### config.mk
export PLATFORM = sky130hd
export DESIGN_NAME = sar_serial_core
export DESIGN_NICKNAME = d
export VERILOG_FILES = /design/src/rtl/sar_pkg.sv /design/src/rtl/sar_ctrl.sv /design/src/rtl/sar_addr_capture.sv /design/src/rtl/sar_search.sv /design/src/rtl/sar_serial_core.sv
export SDC_FILE = /design/constraint.sdc
export NUM_CORES = 1
export LEC_CHECK = 0
export BUFFER_PORTS_ARGS = -buffer_cell sky130_fd_sc_hd__buf_2
export CAP_MARGIN = 10
export CORE_MARGIN = 10
export CORE_UTILIZATION = 59
export CTS_BUF_LIST = sky130_fd_sc_hd__clkbuf_8
export DETAILED_ROUTE_END_ITERATION = 7
export PLACE_DENSITY = 0.92
export SYNTH_ARGS = -nofsm -noshare
export SYNTH_HDL_FRONTEND = slang
export SYNTH_HIERARCHICAL = 1
export SYNTH_SLANG_ARGS = --single-unit
### constraint.sdc
create_clock -name clk -period 1.64 [get_ports clk]
set_input_delay 0.328 -clock clk [delete_from_list [all_inputs] [get_ports clk]]
set_output_delay 0.328 -clock clk [all_outputs]
set_load 0.05 [all_outputs]
### src/rtl/sar_pkg.sv
package sar_pkg;

    typedef enum logic [2:0] {
        ST_IDLE,
        ST_ADDR,
        ST_SETTLE,
        ST_MSB,
        ST_LSB,
        ST_TAIL
    } sar_state_e;

endpackage

### src/rtl/sar_ctrl.sv
module sar_ctrl
    import sar_pkg::*;
#(
    parameter int RES_W  = 8,
    parameter int ADDR_W = 2,
    parameter int CNT_W  = 3
) (
    input  logic             clk,
    input  logic             cs_n,
    input  logic             di,
    output sar_state_e       state_o,
    output logic [CNT_W-1:0] cnt_o
);

    localparam logic [CNT_W-1:0] ADDR_LAST = CNT_W'(ADDR_W - 1);
    localparam logic [CNT_W-1:0] MSB_LAST  = CNT_W'(RES_W - 1);
    localparam logic [CNT_W-1:0] LSB_LAST  = CNT_W'(RES_W - 2);

    sar_state_e       state, state_nxt;
    logic [CNT_W-1:0] cnt, cnt_nxt;

    // state register, cleared asynchronously by deselect
    always_ff @(posedge clk or posedge cs_n) begin
        if (cs_n) begin
            state <= ST_IDLE;
            cnt   <= '0;
        end else begin
            state <= state_nxt;
            cnt   <= cnt_nxt;
        end
    end

    always_comb begin
        state_nxt = state;
        cnt_nxt   = cnt;
        unique case (state)
            ST_IDLE: begin
                if (di) begin
                    state_nxt = ST_ADDR;
                    cnt_nxt   = '0;
                end
            end
            ST_ADDR: begin
                if (cnt == ADDR_LAST) begin
                    state_nxt = ST_SETTLE;
                    cnt_nxt   = '0;
                end else begin
                    cnt_nxt = cnt + 1'b1;
                end
            end
            ST_SETTLE: begin
                state_nxt = ST_MSB;
                cnt_nxt   = '0;
            end
            ST_MSB: begin
                if (cnt == MSB_LAST) begin
                    state_nxt = ST_LSB;
                    cnt_nxt   = '0;
                end else begin
                    cnt_nxt = cnt + 1'b1;
                end
            end
            ST_LSB: begin
                if (cnt == LSB_LAST) begin
                    state_nxt = ST_TAIL;
                    cnt_nxt   = '0;
                end else begin
                    cnt_nxt = cnt + 1'b1;
                end
            end
            ST_TAIL: begin
                state_nxt = ST_TAIL;
                cnt_nxt   = '0;
            end
            default: begin
                state_nxt = ST_IDLE;
                cnt_nxt   = '0;
            end
        endcase
    end

    assign state_o = state;
    assign cnt_o   = cnt;

    // without a start bit the machine keeps waiting
    assert_wait_for_start_R2: assert property (@(posedge clk) disable iff (cs_n)
        (state == ST_IDLE && !di) |=> (state == ST_IDLE));

    // the tail state is never left while selected
    assert_tail_holds_R8: assert property (@(posedge clk) disable iff (cs_n)
        (state == ST_TAIL) |=> (state == ST_TAIL));

endmodule

### src/rtl/sar_addr_capture.sv
module sar_addr_capture #(
    parameter int ADDR_W = 2
) (
    input  logic              clk,
    input  logic              cs_n,
    input  logic              shift_en,
    input  logic              di,
    output logic [ADDR_W-1:0] addr_o
);

    logic [ADDR_W-1:0] addr_q;

    always_ff @(posedge clk or posedge cs_n) begin
        if (cs_n) begin
            addr_q <= '0;
        end else if (shift_en) begin
            addr_q <= (addr_q << 1) | ADDR_W'(di);
        end
    end

    assign addr_o = addr_q;

    // outside the address window the configuration word cannot move
    assert_addr_frozen_R4: assert property (@(posedge clk) disable iff (cs_n)
        !shift_en |=> $stable(addr_q));

endmodule

### src/rtl/sar_search.sv
module sar_search #(
    parameter int RES_W = 8,
    parameter int CNT_W = 3
) (
    input  logic             clk,
    input  logic             cs_n,
    input  logic             decide_en,
    input  logic             replay_en,
    input  logic             trial_en,
    input  logic [CNT_W-1:0] step,
    input  logic             cmp_in,
    output logic [RES_W-1:0] trial_o,
    output logic             replay_bit_o
);

    localparam logic [CNT_W-1:0] TOP_SHIFT = CNT_W'(RES_W - 1);

    // decisions enter at bit 0; replay shifts them back out toward bit 0
    logic [RES_W-1:0] dec_q;
    logic [RES_W:0]   trial_ext;
    logic [CNT_W-1:0] shamt;

    always_ff @(posedge clk or posedge cs_n) begin
        if (cs_n) begin
            dec_q <= '0;
        end else if (decide_en) begin
            dec_q <= {dec_q[RES_W-2:0], cmp_in};
        end else if (replay_en) begin
            dec_q <= dec_q >> 1;
        end
    end

    // decided bits on top, the trial bit below them, zeros under it
    always_comb begin
        shamt     = TOP_SHIFT - step;
        trial_ext = {dec_q, 1'b1} << shamt;
        trial_o   = trial_en ? trial_ext[RES_W-1:0] : '0;
    end

    assign replay_bit_o = dec_q[1];

    // the first decision becomes the top bit of the next trial
    assert_first_decision_kept_R6: assert property (@(posedge clk) disable iff (cs_n)
        (decide_en && step == '0) |=> (!trial_en || trial_o[RES_W-1] == $past(cmp_in)));

endmodule

### src/rtl/sar_serial_core.sv
module sar_serial_core
    import sar_pkg::*;
#(
    parameter int RES_W  = 8,
    parameter int ADDR_W = 2
) (
    input  logic             clk,
    input  logic             cs_n,
    input  logic             di,
    input  logic             cmp_in,
    output logic [RES_W-1:0] trial_code,
    output logic             mux_single,
    output logic             mux_odd,
    output logic             do_out,
    output logic             do_oe
);

    localparam int CNT_W = $clog2((RES_W > ADDR_W) ? RES_W : ADDR_W);

    sar_state_e        state;
    logic [CNT_W-1:0]  cnt;
    logic [ADDR_W-1:0] addr;
    logic              replay_bit;

    sar_ctrl #(
        .RES_W (RES_W),
        .ADDR_W(ADDR_W),
        .CNT_W (CNT_W)
    ) u_ctrl (
        .clk    (clk),
        .cs_n   (cs_n),
        .di     (di),
        .state_o(state),
        .cnt_o  (cnt)
    );

    sar_addr_capture #(
        .ADDR_W(ADDR_W)
    ) u_addr (
        .clk     (clk),
        .cs_n    (cs_n),
        .shift_en(state == ST_ADDR),
        .di      (di),
        .addr_o  (addr)
    );

    sar_search #(
        .RES_W(RES_W),
        .CNT_W(CNT_W)
    ) u_search (
        .clk         (clk),
        .cs_n        (cs_n),
        .decide_en   (state == ST_MSB),
        .replay_en   (state == ST_LSB),
        .trial_en    (state == ST_SETTLE || state == ST_MSB),
        .step        (cnt),
        .cmp_in      (cmp_in),
        .trial_o     (trial_code),
        .replay_bit_o(replay_bit)
    );

    // first captured bit selects single-ended, the last one the odd channel
    assign mux_single = addr[ADDR_W-1];
    assign mux_odd    = addr[0];

    // output process
    always_comb begin
        do_oe  = 1'b0;
        do_out = 1'b0;
        unique case (state)
            ST_IDLE, ST_ADDR: begin
                do_oe  = 1'b0;
                do_out = 1'b0;
            end
            ST_SETTLE: begin
                do_oe  = 1'b1;
                do_out = 1'b0;
            end
            ST_MSB: begin
                do_oe  = 1'b1;
                do_out = cmp_in;
            end
            ST_LSB: begin
                do_oe  = 1'b1;
                do_out = replay_bit;
            end
            ST_TAIL: begin
                do_oe  = 1'b1;
                do_out = 1'b0;
            end
            default: begin
                do_oe  = 1'b0;
                do_out = 1'b0;
            end
        endcase
    end

    // deselect keeps the pad released and the ladder code cleared
    assert_deselect_clear_R1: assert property (@(posedge clk)
        cs_n |-> (!do_oe && trial_code == '0));

    // the pad turns on driving low
    assert_settle_low_R5: assert property (@(posedge clk) disable iff (cs_n)
        $rose(do_oe) |-> !do_out);

    // the first replayed bit is the decision made two steps earlier
    assert_replay_bit1_R7: assert property (@(posedge clk) disable iff (cs_n)
        (state == ST_LSB && cnt == '0) |-> (do_out == $past(cmp_in, 2)));

    // once enabled, the pad stays enabled until deselect
    assert_oe_sticky_R8: assert property (@(posedge clk) disable iff (cs_n)
        $past(do_oe) |-> do_oe);

endmodule

==> summary.md, run 1 <==
| Metric | Value |
|---|---|
| Outcome | stopped before the end |
| Halt Stage | global routing (5_1_grt) |
| Stop err | [ERROR DPL-0033] detailed placement checks failed during check placement. |
| Avg Inst Size Synth | 9.31 µm² |
| Syn Nets | between 100 and 150 |
| Post-synth cell types | 44 |
| Die height | roughly 66 µm |
| Port bufs | 15 |
| Rows | 16 |
| Initial antenna violation count | 0 |
| HPWL Detailed | about 2200 µm |
| GPL Wtd Cong | 0.766 |
| Die Width | between 60 and 70 µm |
| Post-GRT worst EP | trial_code[7] |
| # IOs | 16 |
| CTS Root Cell | clkbuf_8 |
| WEP type | primary output |
| Sequential fraction of the synthesis area | between 30% and 40% |
| H-tree Lvls | 1 |
| Mapped Area | 1240 µm² |
| Initial Utilization | a little over three fifths |
| CTS max path bufs | 2 |
| YS warnings | 6 |
| Clk sinks | 16 |
| Inserted Clock Buffers | 3 |
| Post-synthesis register bit count | 16 |
| Post-Synthesis Cells | approximately 130 |
| Largest net degree at the start of global routing | 16 |
## metrics by stage
stage / worst slack, ps / instance area (µm²) / std cells / setup TNS [ps]
after floorplan: -61.9 / 1290 / 133 / -104
after CTS: -277 / 1760 / 198 / -1390
after detailed placement: -98.9 / 1500 / 188 / -297
after global placement: -36.6 / 1500 / 188 / -69.2
## Yosys cell counts (all sizes together)
cell	n	share of area (%)
o32ai	2	1.4
nand4	1	0.51
nand4b	1	0.71
nand2b	6	3.0
ha	4	4.0
nor2	9	2.7
o21ba	1	0.81
xor2	1	0.71
o221ai	1	0.71
mux2i	10	8.1
nor4b	1	1.2
nand3b	1	0.61
o21a	1	0.61
nor3b	2	2.1
and2	2	1.0
a211oi	2	1.2
dfrtp	16	32
a22oi	1	0.61
nand3	2	0.81
inv	6	1.8
mux2	4	3.6
a32o	1	0.91
a21oi	5	2.0
a31oi	2	1.0
buf	7	4.0
nor4bb	2	1.6
mux4	1	2.1
o2111a	1	0.91
o221a	1	0.91
nand2	13	3.9
nor2b	6	3.6
clkbuf	1	0.30
a311oi	1	0.71
o31ai	2	1.6
and2b	2	1.4
o21ai	12	4.8
nor3	1	0.81
and3	1	0.51
## what timing repair did
action,in CTS
gates resized for setup,43
buffers inserted,4
endpoints found under the hold margin,2
pin swaps,8
hold buffers,1
endpoints found under the setup margin,12
gates cloned,1
## kinds of logic after synthesis
| group | after synthesis | synth area share [%] |
|---|---|---|
| AO/OA/AOI/OAI | 33 | 18.3 |
| XOR/XNOR | 1 | 0.707 |
| adder cells (fa/ha/maj) | 4 | 4.04 |
| buffers and inverters | 14 | 6.16 |
| flip-flops | 16 | 32.3 |
| multiplexers | 15 | 13.8 |
| AND/OR/NAND/NOR | 50 | 24.6 |
==> run 2, diff against run 1 <==
--- a/config.mk
+++ b/config.mk
@@ -7,11 +7,10 @@
 export LEC_CHECK = 0
 export BUFFER_PORTS_ARGS = -buffer_cell sky130_fd_sc_hd__buf_2
 export CAP_MARGIN = 10
-export CORE_MARGIN = 10
-export CORE_UTILIZATION = 59
-export CTS_BUF_LIST = sky130_fd_sc_hd__clkbuf_8
+export CORE_AREA = 10 10 71 73
 export DETAILED_ROUTE_END_ITERATION = 7
-export PLACE_DENSITY = 0.92
+export DIE_AREA = 0 0 81 83
+export PLACE_DENSITY_LB_ADDON = 0.15
 export SYNTH_ARGS = -nofsm -noshare
 export SYNTH_HDL_FRONTEND = slang
 export SYNTH_HIERARCHICAL = 1
==> run 2 against run 1 <==
The flow now finishes, with violations (negative setup slack). Synthesized cell count unchanged. Synthesized area is the same.
==> summary.md, run 2 <==
| Metric | Value |
|---|---|
| Multi-input gate area | around 970 µm² |
| Largest register FFs | 8 |
| Req. time, crit path | 1310 ps |
| Most common cell after layout, fill and taps aside | buf_4 |
| Pint | 0.626 mW |
| Layout net count | about 180 |
| HPWL Detailed | approximately 2300 µm |
| CTS tree | yes |
| Vias in the first global route | around 1100 |
| Startpoint Class | flip-flop |
| Most used DFF post-synth | dfrtp_1 |
| Post-Synthesis Cells | between 100 and 150 |
| Worst path max stage delay | 430 ps |
| CTS max path bufs | 2 |
| GPL Wtd Cong | a little under 0.8 |
| Clk pwr share | between 40% and 50% |
| GRT Total Usage | just over 9% |
| Area occupied by registers | 405 µm² |
| Worst skew pair latency | between 200 and 250 ps |
| Share of cells above drive strength 1 | 54.3% |
| Post-synthesis register bit count | 16 |
| Detail-routed via count per cell | just over 5 |
| CTS Root Cell | clkbuf_8 |
| Die height | ~83 µm |
| Mapped Area | 1240 µm² |
| WL/cell | about 14 µm |
| Sw Ratio | a little over a fifth |
| H-tree Lvls | 1 |
| Switch Pwr | 0.165 mW |
| Final Instance Count excl. Fillers | 223 |
| Outcome | finished with violations |
| Post-synth EDFFs | 0 |
| Post-synth top area cell | dfrtp_1 |
| Hold crit path type | in2reg |
| Clock period minus worst slack | 1870 ps |
| Post-synth cell types | 44 |
| Layout fillers | 346 |
| Worst-margin pin slew | roughly 340 ps |
| DRC | 0 |
| Final setup viols | 8 |
| Core area | ~3600 µm² |
| RSZ-0062 raised after global routing | yes |
| Slowest stage cell on the critical path | dfrtp_2 |
| Reg2reg setup slack | 0 ps |
| # IOs | 16 |
| Rel. slew slack | about 77% |
| First-pass GRT wire length | 5270 µm |
| Failing checks | negative setup slack |
| Total congestion overflow | 0 |
| MaxCap Viol Count | 0 |
| Initial Utilization | 34.1% |
| Sequential share of power | around half |
| Pwr Density | 413 nW/µm² |
| Pleak | ~0.74 nW |
| Worst setup EP type | output pin |
| Final setup margin | -234 ps |
| Clk sinks | 16 |
| Min-delay src | cmp_in |
| Clock slew at reported path FFs | ~60 ps |
| Dpl cells | ~210 |
| Die Width | between 80 and 90 µm |
| Final wirelength | ~3200 µm |
| Area grow syn2layout | 54.6% |
| # diodes | 0 |
| Most frequent cells in the layout | buf_4, buf_6, dfrtp_1, nand2_1, o21ai_0 |
| Logic pwr share | under 10% |
| CP startpoint | u_ctrl/cnt_o[1]$_DFFE_PP0P_ |
| List of most frequent post-synthesis cells | dfrtp_1, nand2_1, o21ai_0, mux2i_1, nor2_1 |
| Skew final | around 2.2 ps |
| Final Util | 52.7% |
| Rows | 22 |
| Setup crit end | trial_code[6] |
| Starting DRT DRC Count | 24 |
| Drt pass-1 iters | 4 |
| Inserted Clock Buffers | 3 |
| Slew Limit Fails | 0 |
| Ys async rst share | 100% |
| Avg Inst Size Synth | about 9.3 µm² |
| Reg with most FFs | u_search/dec_q |
| Worst Path Class, Setup | reg2out |
| Initial antenna violation count | 0 |
| Die Area | around 6700 µm² |
| Worst path most repeated cell | buf_6 |
| CP Max Fanout | 5 |
| Sequential fraction of the synthesis area | 32.3% |
| Most frequent cell after synthesis | dfrtp_1 |
| Crit share post-route | 114% |
| FMAX | ~530 MHz |
| Detail Route Antenna Nets | 0 |
| Syn Nets | approximately 140 |
| Top post-synthesis cells by area | dfrtp_1, mux2i_1, o21ai_0, ha_1, nand2_1 |
| Final hold violation count | 0 |
| Vias | approximately 1100 |
| Maximum VDD drop | 0.384 mV |
| Cells along the critical path | buf_6 > a21oi_2 > o21ba_4 > o2111a_2 > buf_6 |
| Worst EP arrival | roughly 1600 ps |
| Reg2reg end | u_ctrl/cnt_o[1]$_DFFE_PP0P_ |
| Port bufs | 15 |
| Largest net degree at the start of global routing | 17 |
| R2R Path Start | u_ctrl/cnt_o[1]$_DFFE_PP0P_ |
| YS warnings | 6 |
| Share of the synthesized area in the top cell type | roughly a third |
| Reg2Reg Depth | 7 |
[run 2: how the worst min path moves through the flow]
stage	to	slack (ps)	cells past startpoint
4_1_cts	u_search/dec_q[0]$_DFFE_PP0P_	310	3
6_report	u_search/dec_q[0]$_DFFE_PP0P_	320	3
2_1_floorplan	u_addr/addr_o[0]$_DFFE_PP0P_	70	1
3_5_place_dp	u_addr/addr_o[1]$_DFFE_PP0P_	210	2
5_1_grt	u_search/dec_q[0]$_DFFE_PP0P_	330	3
3_3_place_gp	u_addr/addr_o[1]$_DFFE_PP0P_	200	2
[run 2: through the flow]
| stage | worst slack (ps) | total power [mW] | setup TNS (ps) | area (µm²) | hold slack [ps] |
|---|---|---|---|---|---|
| final | -234 | 0.792 | -1310 | 1920 | 316 |
| after global routing | -286 | 0.827 | -1910 | 1920 | 326 |
| after CTS | -256 | 0.802 | -1460 | 1750 | 313 |
| after detailed placement | -85.8 | 0.449 | -425 | 1540 | 208 |
| after global placement | -62.3 | 0.447 | -291 | 1540 | 199 |
| after floorplan | -61.9 | 0.430 | -104 | 1290 | 69.2 |
[run 2: timing repair]
| action | in CTS | in global routing |
|---|---|---|
| endpoints found under the hold margin | 2 | 0 |
| buffers inserted | 6 | 3 |
| gates resized for setup | 37 | 31 |
| pin swaps | 5 | 11 |
| setup endpoints to repair | 14 | 21 |
| cloned | 0 | 1 |
| hold buffers | 1 | 0 |
[run 2: routing by layer]
metal / vias to the layer above / track usage [%] / wire length, µm
li1: 566 / - / -
met4: 0 / 2.82 / 15
met3: 2 / 2.37 / 170
met1: 544 / 12.0 / 1430
met5: - / 0 / 0
met2: 17 / 14.6 / 1560
[run 2: logic make-up (layout without fill, tap and decap cells)]
| kind of cell | count (synthesis) | in the layout | synth area share (%) |
|---|---|---|---|
| AOI/OAI and AO/OA | 33 | 33 | 18.3 |
| xor gates and xnor gates | 1 | 1 | 0.707 |
| adders and majority gates | 4 | 4 | 4.04 |
| buffers and inverters | 14 | 56 | 6.16 |
| DFF | 16 | 16 | 32.3 |
| muxes | 15 | 15 | 13.8 |
| and+or+nand+nor | 50 | 50 | 24.6 |
[run 2: area by class of cell]
class	count	share of cell area, %
multi-input combinational	103	50.7
timing repair buffer	46	21.0
inverter	6	1.18
tap	48	3.14
clock buffer	4	2.87
sequential	16	21.2
[run 2: worst max-delay path, delay by kind of cell, from the launching register on]
kind / cells / cell delay [ps]
buffers and inverters: 2 / 300
flip-flops: 1 / 430
AO/OA/AOI/OAI: 3 / 560
[run 2: power by group through the flow]
stage	Clock, mW	Sequential, mW	Combinational [mW]
after detailed placement	0	0.408	0.0406
after CTS	0.357	0.401	0.0442
after global placement	0	0.408	0.0395
after global routing	0.376	0.401	0.0493
final	0.346	0.401	0.0454
after floorplan	0	0.418	0.0128
Note: power is estimated with default switching activity, not from simulation.
==> run 3, diff against run 2 <==
--- a/config.mk
+++ b/config.mk
@@ -13,5 +13,4 @@
 export PLACE_DENSITY_LB_ADDON = 0.15
 export SYNTH_ARGS = -nofsm -noshare
 export SYNTH_HDL_FRONTEND = slang
-export SYNTH_HIERARCHICAL = 1
 export SYNTH_SLANG_ARGS = --single-unit
==> constraint.sdc (replaced) <==
create_clock -name clk -period 1.8 [get_ports clk]
set_input_delay 0.36 -clock clk [delete_from_list [all_inputs] [get_ports clk]]
set_output_delay 0.36 -clock clk [all_outputs]
set_load 0.05 [all_outputs]
==> run 3 against run 2 <==
The run still ends with negative setup slack left. Clock skew barely moved. Global-route usage down 0.43 points. Combinational power fell by 39%. Wire length is 5.9% lower. Via count down 5.8%. Die area unchanged. Critical endpoint is now trial_code[5].
==> summary.md, run 3 <==
| Metric | Value |
|---|---|
| Pwr Density | between 400 and 500 nW/µm² |
| Worst-margin pin slew | 646 ps |
| Clk sinks | 16 |
| Hold crit path type | in2async |
| Outcome | finished with violations |
| Reg2Reg Depth | 6 |
| Crit share post-route | 105% |
| Die Width | about 81 µm |
| CTS Root Cell | clkbuf_8 |
| Reg with most FFs | u_search.dec_q |
| Grt met2 use | between 10% and 20% |
| Reg2reg setup slack | approximately 110 ps |
| Skew final | ~2 ps |
| Avg Inst Size Synth | 8.40 µm² |
| GPL Wtd Cong | 0.820 |
| Die height | 83 µm |
| Core area | between 3000 and 4000 µm² |
| # IOs | 16 |
| Worst EP arrival | 1520 ps |
| Detail Route Antenna Nets | 0 |
| Grt met3 use | around 2.0% |
| Top post-synthesis cells by area | dfrtp_1, nor2_1, o22ai_1, a21oi_1, ha_1 |
| Initial Utilization | between 30% and 40% |
| Drt pass-1 iters | 6 |
| Worst skew pair latency | 250 ps |
| Clock slew at reported path FFs | roughly 60 ps |
| Starting DRT DRC Count | 54 |
| Mapped Area | around 1100 µm² |
| Maximum VDD drop | between 0.15 and 0.2 mV |
| HPWL Detailed | approximately 2200 µm |
| Largest net degree at the start of global routing | 23 |
| Area grow syn2layout | 33.2% |
| Req. time, crit path | ~1400 ps |
| MaxCap Viol Count | 0 |
| Hold Worst Slack | approximately 190 ps |
| CTS max path bufs | 2 |
| Largest register FFs | 8 |
| Port bufs | 15 |
| Initial antenna violation count | 0 |
| FMAX | around 530 MHz |
| Post-synth top area cell | dfrtp_1 |
| Detail-routed via count per cell | 5.14 |
| List of most frequent post-synthesis cells | nor2_1, dfrtp_1, a21oi_1, nand2_1, o22ai_1 |
| R2R Path Start | u_ctrl.cnt_o[1]$_DFFE_PP0P_ |
| Failing checks | negative setup slack |
| Rows | 22 |
| Post-synth EDFFs | 0 |
| Final Instance Count excl. Fillers | approximately 210 |
| Layout fillers | between 300 and 400 |
| CTS tree | yes |
| Worst Path Class, Setup | reg2out |
| Most frequent cell after synthesis | nor2_1 |
| Final hold violation count | 0 |
| Vias in the first global route | slightly above 1000 |
| Share of the synthesized area in the top cell type | a little over a third |
| Layout net count | around 170 |
| Dpl cells | roughly 200 |
| Most common cell after layout, fill and taps aside | nor2_1 |
| Most used DFF post-synth | dfrtp_1 |
| Rel. slew slack | between 50% and 60% |
| Startpoint Class | flip-flop |
| CP Max Fanout | 8 |
| Dpl ws | 46.4 ps |
| Die Area | 6720 µm² |
| Post-synth cell types | 41 |
| DRC | 0 |
| Final setup margin | -81.1 ps |
| Inserted Clock Buffers | 3 |
| Grt met1 use | 12.1% |
| H-tree Lvls | 1 |
| Reg2reg end | u_ctrl.state_o[0]$_DFFE_PP0P_ |
| Share of cells above drive strength 1 | between 30% and 40% |
| Sequential fraction of the synthesis area | 35.3% |
| Most frequent cells in the layout | nor2_1, dfrtp_1, buf_4, nand2_1, buf_6 |
| Clock period minus worst slack | roughly 1900 ps |
| Post-Synthesis Cells | ~140 |
| Slew Limit Fails | 0 |
| Pleak | approximately 0.67 nW |
| Post-synthesis register bit count | 16 |
| First-pass GRT wire length | 4900 µm |
| Most Crowded Layer GR | met2 |
| Syn Nets | approximately 140 |
| Total congestion overflow | 0 |
| YS warnings | 0 |
| Ys async rst share | 100% |
| Vias | between 1000 and 1500 |
| GRT Total Usage | 8.84% |
| # diodes | 0 |
| Final setup viols | 7 |
| Final wirelength | ~3000 µm |
| RSZ-0062 raised after global routing | yes |
| WL/cell | about 14 µm |
| Worst setup EP type | output pin |
==> run 3: changes by cell type in the layout (fill, tap and decap cells not counted), moves of 4 or more <==
cell     before  now
o21ai_1       2    7
a21oi_1       3    9
o21ai_0       9    2
buf_4        22   12
nor2_1        6   17
o22ai_1       0    8
mux2_2        4    0
mux2i_1       7    2
==> run 3: logic make-up (layout without fill, tap and decap cells) <==
logic type	after synthesis	after routing	synth area share [%]
simple gates	46	46	20.2
buf+inv	14	38	6.07
xor+xnor	1	1	0.773
compound gates	47	47	26.7
mux	7	7	6.51
flops	16	16	35.3
fa+ha+maj	4	4	4.42
==> run 3: layout make-up <==
class	instances	area (µm²)	area share (%)
multi-input cells	105	741	49.0
flip-flops and latches	16	402	26.6
repair buffers	29	244	16.2
well taps	48	60.1	3.98
clock buffers	3	41.3	2.73
inverters	6	22.5	1.49
==> run 3: how the worst max path moves through the flow <==
stage	cells past startpoint	startpoint	slack, ps	endpoint
finish	5	u_ctrl.cnt_o[1]$_DFFE_PP0P_	-80	trial_code[5]
global route	5	u_ctrl.cnt_o[1]$_DFFE_PP0P_	-150	trial_code[5]
CTS	6	u_ctrl.cnt_o[1]$_DFFE_PP0P_	-60	trial_code[7]
detailed placement	6	u_ctrl.cnt_o[1]$_DFFE_PP0P_	50	trial_code[7]
global placement	6	u_ctrl.cnt_o[1]$_DFFE_PP0P_	60	trial_code[7]
floorplan	5	u_ctrl.cnt_o[1]$_DFFE_PP0P_	-120	trial_code[7]
==> run 3: critical path: stages (launching register included) <==
cell and delay (ps):
dfrtp_2 470, mux2i_1 320, nor2_1 110, a21oi_2 120
o22ai_2 90, buf_6 160
==> run 3: power breakdown <==
part           total [mW]  switching (mW)  internal [mW]
sequential          0.366         0.00297          0.363
clock               0.273           0.124          0.148
combinational      0.0279          0.0207        0.00718
total               0.666           0.148          0.519
==> run 3: timing repair <==
item                                   in CTS  in global routing
setup endpoints to repair                   9                  9
setup buffers                               2                  1
resized for setup                          31                  6
endpoints found under the hold margin       0                  0
hold buffers                                0                  0
pin swaps                                   3                  7
==> run 3: layer usage <==
metal  vias to the layer above  part of all wire [%]  wire length (µm)
met1                       513                    48              1440
met4                         0                   1.1                33
met3                         4                   3.9               118
li1                        532                     -                 -
met5                         -                     0                 0
met2                        14                    47              1400
==> run 3: stage by stage <==
step / instance area (µm²) / total power, mW / TNS [ps] / utilization (%)
detailed placement: 1330 / 0.401 / 0 / 36.6
finish: 1510 / 0.666 / -370 / 41.6
global route: 1510 / 0.699 / -880 / 41.6
CTS: 1480 / 0.678 / -182 / 40.8
global placement: 1330 / 0.401 / 0 / 36.6
floorplan: 1160 / 0.390 / -198 / -
